### src/rtl/lcdc_pkg.sv
package lcdc_pkg;

   localparam logic [31:0] CTL_KEEP_MASK = 32'h01CF_F300;
   localparam logic [31:0] CTL_RD_FORCE  = 32'hFE00_0C34;
   localparam logic [31:0] T0_RD_FORCE   = 32'h0000_000F;
   localparam logic [31:0] T2_RD_FORCE   = 32'hFC00_0000;
   localparam logic [31:0] SUB_WR_MASK   = 32'hA1FF_FFFF;

   // word index of each register (byte offset / 4)
   localparam int unsigned WIDX_CTL  = 0;
   localparam int unsigned WIDX_T0   = 1;
   localparam int unsigned WIDX_T1   = 2;
   localparam int unsigned WIDX_T2   = 3;
   localparam int unsigned WIDX_STAT = 4;
   localparam int unsigned WIDX_SUB  = 5;

   typedef enum logic [2:0] {
      SEL_CTL,
      SEL_T0,
      SEL_T1,
      SEL_T2,
      SEL_STAT,
      SEL_SUB,
      SEL_NONE
   } reg_sel_e;

   typedef struct packed {
      logic       frame;
      logic       pal;
      logic       sync;
   } eng_evt_t;

endpackage

### src/rtl/lcdc_addr_dec.sv
module lcdc_addr_dec
   import lcdc_pkg::*;
#(
   parameter int unsigned ADDR_W = 8
) (
   input  logic [ADDR_W-1:0] addr,
   input  logic              acc,
   output reg_sel_e          sel,
   output logic              bad
);
   localparam int unsigned IDX_W = ADDR_W - 2;

   logic [IDX_W-1:0] widx;
   assign widx = addr[ADDR_W-1:2];

   always_comb begin
      if (addr[1:0] != 2'b00)                 sel = SEL_NONE;
      else if (widx == IDX_W'(WIDX_CTL))      sel = SEL_CTL;
      else if (widx == IDX_W'(WIDX_T0))       sel = SEL_T0;
      else if (widx == IDX_W'(WIDX_T1))       sel = SEL_T1;
      else if (widx == IDX_W'(WIDX_T2))       sel = SEL_T2;
      else if (widx == IDX_W'(WIDX_STAT))     sel = SEL_STAT;
      else if (widx == IDX_W'(WIDX_SUB))      sel = SEL_SUB;
      else                                    sel = SEL_NONE;
   end

   assign bad = acc && (sel == SEL_NONE);
endmodule

### src/rtl/lcdc_dim_reg.sv
module lcdc_dim_reg #(
   parameter int unsigned DATA_W = 32,
   parameter int unsigned DIM_W  = 10
) (
   input  logic                    clk,
   input  logic                    rst_n,
   input  logic                    we,
   input  logic [DATA_W-1:0]       wdata,
   output logic [DATA_W-1:0]       word_q,
   output logic [DIM_W:0]          count
);
   always_ff @(posedge clk or negedge rst_n) begin
      if (!rst_n)  word_q <= '0;
      else if (we) word_q <= wdata;
   end

   assign count = {1'b0, word_q[DIM_W-1:0]} + {{DIM_W{1'b0}}, 1'b1};
endmodule

### src/rtl/lcdc_flag_ctl.sv
module lcdc_flag_ctl
   import lcdc_pkg::*;
(
   input  logic       clk,
   input  logic       rst_n,
   input  logic       ctl_we,
   input  logic       wr_en_bit,
   input  logic [1:0] wr_plm,
   input  logic [1:0] ien_next,
   input  logic       dim_we,
   input  eng_evt_t   evt,
   output logic       en_q,
   output logic       fd_q,
   output logic       pd_q,
   output logic       sd_q,
   output logic       idle_q,
   output logic       inv_q,
   output logic       irq_q
);
   logic toggle, accept;
   logic en_d, fd_d, pd_d, sd_d, idle_d, inv_d;

   assign toggle = ctl_we && (wr_en_bit != en_q);
   assign accept = en_q && !toggle;

   always_comb begin
      en_d   = en_q;
      fd_d   = fd_q;
      pd_d   = pd_q;
      sd_d   = sd_q;
      idle_d = idle_q;
      inv_d  = inv_q;
      if (toggle) begin
         en_d = wr_en_bit;
         if (!wr_en_bit) begin
            sd_d   = 1'b0;
            idle_d = 1'b1;
            if (wr_plm != 2'd1) fd_d = 1'b1;
         end else begin
            if (idle_q) begin
               fd_d = 1'b0;
               pd_d = 1'b0;
            end
            idle_d = 1'b0;
         end
      end else if (accept) begin
         if (evt.frame) begin
            fd_d  = 1'b1;
            inv_d = 1'b0;
         end
         if (evt.pal) pd_d = 1'b1;
         if (evt.sync) begin
            sd_d = 1'b1;
            en_d = 1'b0;
         end
      end
      if (dim_we) inv_d = 1'b1;
   end

   always_ff @(posedge clk or negedge rst_n) begin
      if (!rst_n) begin
         en_q   <= 1'b0;
         fd_q   <= 1'b0;
         pd_q   <= 1'b0;
         sd_q   <= 1'b0;
         idle_q <= 1'b1;
         inv_q  <= 1'b1;
         irq_q  <= 1'b0;
      end else begin
         en_q   <= en_d;
         fd_q   <= fd_d;
         pd_q   <= pd_d;
         sd_q   <= sd_d;
         idle_q <= idle_d;
         inv_q  <= inv_d;
         irq_q  <= (fd_d & ien_next[0]) | (pd_d & ien_next[1]) | sd_d;
      end
   end
endmodule

### src/rtl/lcdc_csr.sv
module lcdc_csr
   import lcdc_pkg::*;
#(
   parameter int unsigned ADDR_W = 8,
   parameter int unsigned DATA_W = 32,
   parameter int unsigned DIM_W  = 10,
   parameter int unsigned N_DIM  = 2
) (
   input  logic              clk,
   input  logic              rst_n,
   input  logic              bus_wr,
   input  logic              bus_rd,
   input  logic [ADDR_W-1:0] bus_addr,
   input  logic [DATA_W-1:0] bus_wdata,
   output logic [DATA_W-1:0] bus_rdata,
   output logic              bad_access,
   input  logic              eng_frame_done,
   input  logic              eng_pal_done,
   input  logic              eng_sync_err,
   output logic              lcd_enable,
   output logic [1:0]        pal_mode,
   output logic              tft_sel,
   output logic              mono_sel,
   output logic [DIM_W:0]    panel_width,
   output logic [DIM_W:0]    panel_height,
   output logic [DATA_W-1:0] timing2_cfg,
   output logic [DATA_W-1:0] subpanel_cfg,
   output logic              disp_invalid,
   output logic              irq
);
   initial begin
      assert (DATA_W == 32) else $error("lcdc_csr: DATA_W must be 32");
      assert (ADDR_W >= 5)  else $error("lcdc_csr: ADDR_W too small for map");
      assert (DIM_W >= 4 && DIM_W <= 16) else $error("lcdc_csr: DIM_W out of range");
      assert (N_DIM == 2)   else $error("lcdc_csr: two dimension words expected");
   end

   reg_sel_e          sel;
   logic              ctl_we, t2_we, sub_we, dim_we;
   logic [1:0]        plm_q, ien_q, ien_next;
   logic              tft_q, mono_q;
   logic [DATA_W-1:0] keep_q, t2_q, sub_q;
   logic              en_q, fd_q, pd_q, sd_q, idle_q, inv_q, irq_q;
   logic [DATA_W-1:0] dim_word [N_DIM];
   logic [DIM_W:0]    dim_cnt  [N_DIM];
   logic [N_DIM-1:0]  dim_we_v;
   eng_evt_t          evt;

   lcdc_addr_dec #(.ADDR_W(ADDR_W)) u_dec (
      .addr (bus_addr),
      .acc  (bus_wr | bus_rd),
      .sel  (sel),
      .bad  (bad_access)
   );

   assign ctl_we = bus_wr && (sel == SEL_CTL);
   assign t2_we  = bus_wr && (sel == SEL_T2);
   assign sub_we = bus_wr && (sel == SEL_SUB);

   // width word then height word
   for (genvar g = 0; g < N_DIM; g++) begin : g_dim
      localparam reg_sel_e MY_SEL = (g == 0) ? SEL_T0 : SEL_T1;
      assign dim_we_v[g] = bus_wr && (sel == MY_SEL);
      lcdc_dim_reg #(.DATA_W(DATA_W), .DIM_W(DIM_W)) u_dim (
         .clk    (clk),
         .rst_n  (rst_n),
         .we     (dim_we_v[g]),
         .wdata  (bus_wdata),
         .word_q (dim_word[g]),
         .count  (dim_cnt[g])
      );
   end
   assign dim_we = |dim_we_v;

   always_ff @(posedge clk or negedge rst_n) begin
      if (!rst_n) begin
         plm_q  <= '0;
         ien_q  <= '0;
         tft_q  <= 1'b0;
         mono_q <= 1'b0;
         keep_q <= '0;
      end else if (ctl_we) begin
         plm_q  <= bus_wdata[21:20];
         ien_q  <= bus_wdata[4:3];
         tft_q  <= bus_wdata[7];
         mono_q <= bus_wdata[1];
         keep_q <= bus_wdata & CTL_KEEP_MASK;
      end
   end

   always_ff @(posedge clk or negedge rst_n) begin
      if (!rst_n) begin
         t2_q  <= '0;
         sub_q <= '0;
      end else begin
         if (t2_we)  t2_q  <= bus_wdata;
         if (sub_we) sub_q <= bus_wdata & SUB_WR_MASK;
      end
   end

   assign ien_next  = ctl_we ? bus_wdata[4:3] : ien_q;
   assign evt.frame = eng_frame_done;
   assign evt.pal   = eng_pal_done;
   assign evt.sync  = eng_sync_err;

   lcdc_flag_ctl u_flags (
      .clk       (clk),
      .rst_n     (rst_n),
      .ctl_we    (ctl_we),
      .wr_en_bit (bus_wdata[0]),
      .wr_plm    (bus_wdata[21:20]),
      .ien_next  (ien_next),
      .dim_we    (dim_we),
      .evt       (evt),
      .en_q      (en_q),
      .fd_q      (fd_q),
      .pd_q      (pd_q),
      .sd_q      (sd_q),
      .idle_q    (idle_q),
      .inv_q     (inv_q),
      .irq_q     (irq_q)
   );

   logic [DATA_W-1:0] ctl_rd, stat_rd;
   assign ctl_rd  = CTL_RD_FORCE | keep_q |
                    {8'h00, tft_q, 1'b0, plm_q, 12'h000, tft_q, 2'b00, ien_q, 1'b0, mono_q, en_q};
   assign stat_rd = {25'd0, pd_q, 3'b000, sd_q, 1'b0, fd_q};

   always_comb begin
      bus_rdata = '0;
      if (bus_rd) begin
         unique case (sel)
            SEL_CTL:  bus_rdata = ctl_rd;
            SEL_T0:   bus_rdata = dim_word[0] | T0_RD_FORCE;
            SEL_T1:   bus_rdata = dim_word[1];
            SEL_T2:   bus_rdata = t2_q | T2_RD_FORCE;
            SEL_STAT: bus_rdata = stat_rd;
            SEL_SUB:  bus_rdata = sub_q;
            default:  bus_rdata = '0;
         endcase
      end
   end

   assign lcd_enable   = en_q;
   assign pal_mode     = plm_q;
   assign tft_sel      = tft_q;
   assign mono_sel     = mono_q;
   assign panel_width  = dim_cnt[0];
   assign panel_height = dim_cnt[1];
   assign timing2_cfg  = t2_q;
   assign subpanel_cfg = sub_q;
   assign disp_invalid = inv_q;
   assign irq          = irq_q;
endmodule

### config.mk
export PLATFORM = sky130hd
export DESIGN_NAME = lcdc_csr
export DESIGN_NICKNAME = d
export VERILOG_FILES = /design/src/rtl/lcdc_pkg.sv /design/src/rtl/lcdc_addr_dec.sv /design/src/rtl/lcdc_dim_reg.sv /design/src/rtl/lcdc_flag_ctl.sv /design/src/rtl/lcdc_csr.sv
export SDC_FILE = /design/constraint.sdc
export NUM_CORES = 1
export LEC_CHECK = 0
export ABC_AREA = 0
export BUFFER_PORTS_ARGS = -buffer_cell sky130_fd_sc_hd__buf_2
export CAP_MARGIN = 20
export CELL_PAD_IN_SITES_DETAIL_PLACEMENT = 0
export CELL_PAD_IN_SITES_GLOBAL_PLACEMENT = 1
export CORE_ASPECT_RATIO = 0.5
export CORE_MARGIN = 4
export CORE_UTILIZATION = 25
export CTS_CLUSTER_DIAMETER = 80
export DETAILED_ROUTE_END_ITERATION = 10
export PLACE_DENSITY_LB_ADDON = 0.2
export SYNTH_ARGS = -nofsm -noshare
export SYNTH_HDL_FRONTEND = slang
export SYNTH_SLANG_ARGS = --single-unit
### constraint.sdc
create_clock -name clk -period 4.81 [get_ports clk]
set_input_delay 0.2405 -clock clk [delete_from_list [all_inputs] [get_ports clk]]
set_output_delay 0.2405 -clock clk [all_outputs]
set_load 0.05 [all_outputs]
Yosys cells after proc, flatten, opt, wreduce, memory -nomap -nowiden:

Cells that the tools add are included.

* flip-flop bits (word level): 149
* input bits: 47
* output and inout bits: 126
* word-level logic and storage cells: 90

* add/subtract/negate cells: 2
* equal/unequal tests: 14
* multiplexer cells: 33
* bitwise gates (word level): 6
* reductions and logical operators: 19

Operators with widths (count)
* $pmux 32 s6: 1
* $mux 32: 1
* $or 32x24->32: 1
* $mux 1: 23
* $add 10x1->11 const B: 2
* $mux 3: 6
* $eq 6x2->1 const B: 2
* $eq 6x3->1 const B: 2
* $reduce_bool 2->1: 5
* $eq 3x3->1 const B: 3
* $logic_and 1x1->1: 8
* $eq 3x2->1 const B: 2
* $eq 6x1->1 const B: 1
* $logic_not 6->1: 1
* $mux 2: 2
* $eq 3x1->1 const B: 1
* $logic_not 3->1: 1
* $or 1x1->1: 3
* $reduce_and 3->1: 1
* $and 1x1->1: 2
* $ne 2x1->1 const B: 1
* $ne 2x2->1 const B: 1
* $reduce_and 2->1: 1
* $reduce_or 2->1: 1
* 2 further kinds: 2

Logic depth before layout (Yosys ltp):

* depth in word-level cells: 18
* mapped depth: 7
* mapped depth without buffers: 4

By module:

Synthesis repeated with hierarchy kept, for this count alone.

* cells, all modules: 570
* area total of the unflattened synthesis: 7257.0 sq um

Modules (own cells, without submodules)
* lcdc_csr: instances 1, cells each 354, area an instance 4206.5 sq um, seq. area each 1951.9 sq um
* lcdc_dim_reg: instances 2, cells each 90, area an instance 1345.0 sq um, seq. area each 800.8 sq um
* lcdc_flag_ctl: instances 1, cells each 30, area an instance 310.3 sq um, seq. area each 177.7 sq um
* lcdc_addr_dec: instances 1, cells each 6, area an instance 50.0 sq um, seq. area each 0.0 sq um

Least setup slack after synthesis:

Ideal clock, no wire load.

* path kind: input to output
* start: in bus_addr[7]
* end: out bus_rdata[25]
* data arrival time: 3754 ps
* slack: 816 ps
* cell stages on the path: 5
* buffers on the path: 1
* path through: or4_1 buf_2 nor2_1 nand2_1 a2111oi_0

* longest elaborated chain between the ends: 11

RTL lines
* start, declared: RTL line lcdc_csr.sv:13 `input logic [ADDR_W-1:0] bus_addr,`
* $eq 6x3->1: RTL line lcdc_addr_dec.sv:23 `else if (widx == IDX_W'(WIDX_SUB)) sel = SEL_SUB;`
* $mux 2: RTL line lcdc_addr_dec.sv:23
* $mux 3: RTL line lcdc_addr_dec.sv:22 `else if (widx == IDX_W'(WIDX_STAT)) sel = SEL_STAT;`
* $mux 3: RTL line lcdc_addr_dec.sv:21 `else if (widx == IDX_W'(WIDX_T2)) sel = SEL_T2;`
* $mux 3: RTL line lcdc_addr_dec.sv:20 `else if (widx == IDX_W'(WIDX_T1)) sel = SEL_T1;`
* $mux 3: RTL line lcdc_addr_dec.sv:19 `else if (widx == IDX_W'(WIDX_T0)) sel = SEL_T0;`
* $mux 3 (*): RTL line lcdc_addr_dec.sv:18 `else if (widx == IDX_W'(WIDX_CTL)) sel = SEL_CTL;`
* $mux 3 (*): RTL line lcdc_addr_dec.sv:17 `if (addr[1:0] != 2'b00) sel = SEL_NONE;`
* $eq 3x3->1, or another cell as far along: RTL line lcdc_csr.sv:132 `unique case (sel)`
* $pmux 32 s6 (*): RTL line lcdc_csr.sv:132
* $mux 32 (*): RTL line lcdc_csr.sv:131 `if (bus_rd) begin`
* end, declared: RTL line lcdc_csr.sv:15 `output logic [DATA_W-1:0] bus_rdata,`

Every way passes the cells marked *; elsewhere a longest branch is shown, timed or not.

Final worst setup path:

* start: in bus_addr[7]
* end: out bus_rdata[6]

The elaborated chain is that of the path after synthesis.

==> metrics.md <==
| Metric | Value |
|---|---|
| I/O pin count | `roughly 170` |
| DRT iter0 DRCs | `353` |
| Power, Total | `3.21 mW` |
| HPWL Detailed | `15900 um` |
| Hold path cells | `3` |
| YS warnings | `0` |
| Filler cells | `roughly 2900` |
| Post-synth top area share | `roughly 52%` |
| DIE AREA | `31500 um^2` |
| Max_slew headroom | `around 32%` |
| Worst r2r dst | `u_flags.irq_q` |
| Area after DPL | `8370 um^2` |
| Number of synthesized flops with an enable pin | `0` |
| DRC | `0` |
| Setup TNS | `0 ns` |
| Crit path kind | `input port to output pin` |
| RSZ-0062 raised after global routing | `false` |
| CTS resizes | `0` |
| Seq/Total Area, Yosys | `52.3%` |
| Fmax achieved | `roughly 0.32 GHz` |
| Final hold vios | `0` |
| CP arrival | `approximately 2.9 ns` |
| Die width | `247 um` |
| Port Buffer Count | `167` |
| Die Ht | `127 um` |
| P&R area growth vs syn | `26.5%` |
| Core area | `27900 um^2` |
| Post-synthesis cell area | `7130 um^2` |
| Post-route ant nets | `0` |
| Sink Count | `149` |
| Final setup viols | `0` |
| Synth Instances | `588` |
| Clk_lat worst skew | `0.42 ns` |
| Design internal power | `2.31 mW` |
| Slew Limit Fails | `0` |
| DP Cell Count | `1107` |
| Final #Nets | `about 800` |
| Top post-synthesis cells by area | `dfrtp_1, mux2_2, mux4_2, nand2_1, mux2_1` |
| Worst Hold Class | `input port to register` |
| Biggest area consumer among synthesized cells | `dfrtp_1` |
| Worst-path clk slew | `0.06 ns` |
| WL/cell | `20.2 um` |
| Largest net degree at the start of global routing | `around 110` |
| WL final | `23000 um` |
| Post-layout minimum cycle time | `3.13 ns` |
| Part of the power in the clock network | `43.1%` |
| Post-route insts no fill | `approximately 1100` |
| Comb pwr share | `13.6%` |
| Switching part of the total | `28.0%` |
| Vias per std cell | `4.64` |
| Period Utilization, post-route | `65.0%` |
| Final instance area | `9020 um^2` |
| Initial Util | `25.6%` |
| First-pass GRT wire length | `35100 um` |
| CP Capture Type | `output pin` |
| Required time of the critical path | `4.57 ns` |
| Primary FF master, synth | `dfrtp_1` |
| Worst R2R Start | `u_flags.en_q` |
| R2R Setup Slk | `3.19 ns` |
| Power per cell area | `356 nW/um^2` |
| TritonCTS Buffers | `17` |
| Outcome | `completed` |
| Clock Path Buffers | `2` |
| Initial antenna violation count | `1` |
| Root buf cell | `clkbuf_16` |
| Peak VDD IR | `about 220 uV` |
| H-tree depth | `4` |
| Max Cap Viol | `0` |
| Worst Hold Launch | `bus_wdata[16]` |
| Cell row count | `43` |
| Mean Syn Cell Area | `roughly 12 um^2` |
| Worst Setup Start Kind | `input port` |
| Pre-antenna DRT Iters | `4` |
| Overall Global Routing Usage | `14.8%` |
| Switching power | `about 0.9 mW` |
| Remaining Overflow, GRT | `0` |
| Sequential power share | `43.4%` |
| Worst Max-Slew Pin Slew | `1.01 ns` |
| CTS tree | `yes` |
| Register bit total from synthesis | `149` |
| Async SR Flop Fraction | `100%` |
| GPL Wtd Cong | `0.739` |
| Vias in the first global route | `5565` |
| Routed vias | `5292` |
| Worst Clk Skew | `0.00453 ns` |
| Max FO, Critical Path | `17` |
| Layout cell share with drive strength beyond 1 | `44.9%` |
| Cell count of the worst reg-to-reg path | `4` |
| Leakage | `about 4.6 nW` |
| End of the worst hold path | `keep_q[16]` |
| Yosys cell types | `50` |
[cells in the final DEF, fill, tap and decap left out, drive strengths merged, types with 5 or more instances in the layout]
cell type	synthesis	layout
buf	20	177
dfrtp	147	147
mux2	124	124
nand2	80	80
nor2	31	31
clkbuf	23	21
a22oi	18	18
mux4	16	16
a21oi	11	11
nand3	11	11
inv	10	10
mux2i	9	9
xor2	8	8
xnor2	8	8
and3	7	7
nand4	7	7
nor3	7	7
o211ai	5	5
conb	1	5
[metal layers]
layer / share of wire [%] / global-route usage, %
met1: 45 / 19.4
met2: 49 / 24.7
met3: 4.2 / 3.31
met4: 1.3 / 4.57
met5: 0 / 0
[sequential cells by signal, summed over array words and instances (netlist names)]
name                count
g_dim.u_dim.word_q     64
ien_q                   2
keep_q                 13
mono_sel                1
pal_mode                2
subpanel_cfg           27
tft_sel                 1
timing2_cfg            32
u_flags.en_q            1
u_flags.fd_q            1
u_flags.idle_q          1
u_flags.inv_q           1
u_flags.irq_q           1
u_flags.pd_q            1
u_flags.sd_q            1
[kinds of logic (layout without fill, tap and decap cells)]
family                   count (synthesis)  after routing  synth area share (%)
XOR/XNOR                                16             16                  1.96
adder cells (fa/ha/maj)                  2              2                 0.351
multiplexers                           149            149                  25.9
other                                    1              6                0.0526
AND/OR/NAND/NOR                        159            159                  10.3
buffers and inverters                   53            219                  3.33
AO/OA/AOI/OAI                           59             59                  5.82
flip-flops                             149            149                  52.3
[per-stage QoR]
stage	setup WS, ns	util (%)	hold WS, ns
floorplan	0.816	-	-0.0551
global placement	1.60	30.0	0.447
detailed placement	1.59	30.0	0.438
CTS	1.60	32.2	0.00869
global route	1.54	32.4	0.0523
finish	1.68	32.4	0.0762
[critical path: stages]
cell and delay (ns):
buf_2 0.11, or4_1 0.70, nor2_1 0.39, nand3_1 0.46, buf_4 0.38, a31oi_1 0.27, buf_2 0.32
[Yosys cell counts, drive strengths merged (3+ instances only)]
cell type    n
dfrtp      147
mux2       124
nand2       80
nor2        31
clkbuf      23
buf         20
a22oi       18
mux4        16
a21oi       11
nand3       11
inv         10
mux2i        9
xnor2        8
xor2         8
and3         7
nand4        7
nor3         7
o211ai       5
a31oi        4
o22ai        4
nand2b       3
nor4         3
o21ai        3
o221ai       3
[power by group through the flow]
stage               sequential, mW  clock [mW]  combinational (mW)
floorplan                     1.50           0               0.189
global placement              1.41           0               0.435
detailed placement            1.41           0               0.438
CTS                           1.39        1.41               0.439
global route                  1.40        1.47               0.469
finish                        1.39        1.38               0.435
[final cells by class]
type	instances	area [um^2]	area share (%)
Clock inverter	9	128	1.41
Antenna cell	1	2.50	0.0277
Inverter	10	37.5	0.416
Sequential cell	149	3730	41.4
Clock buffer	21	470	5.22
Tap cell	382	478	5.30
Multi-Input combinational cell	390	3200	35.5
Timing Repair Buffer	179	970	10.8
[what timing repair did]
item	in CTS	in global routing
hold buffers	1	1
hold endpoints to repair	1	14
buffers inserted	0	0
setup endpoints to repair	0	0
[worst max-delay path by stage]
stage,end,cells after the start,from
final,bus_rdata[6],7,bus_addr[7]
after global routing,bus_rdata[2],7,bus_addr[2]
after CTS,bus_rdata[2],7,bus_addr[7]
after detailed placement,g_dim[0].u_dim.word_q[14],6,bus_addr[7]
after global placement,bus_rdata[2],7,bus_addr[7]
after floorplan,bus_rdata[25],5,bus_addr[7]
Power figures use the tool's default switching activity.
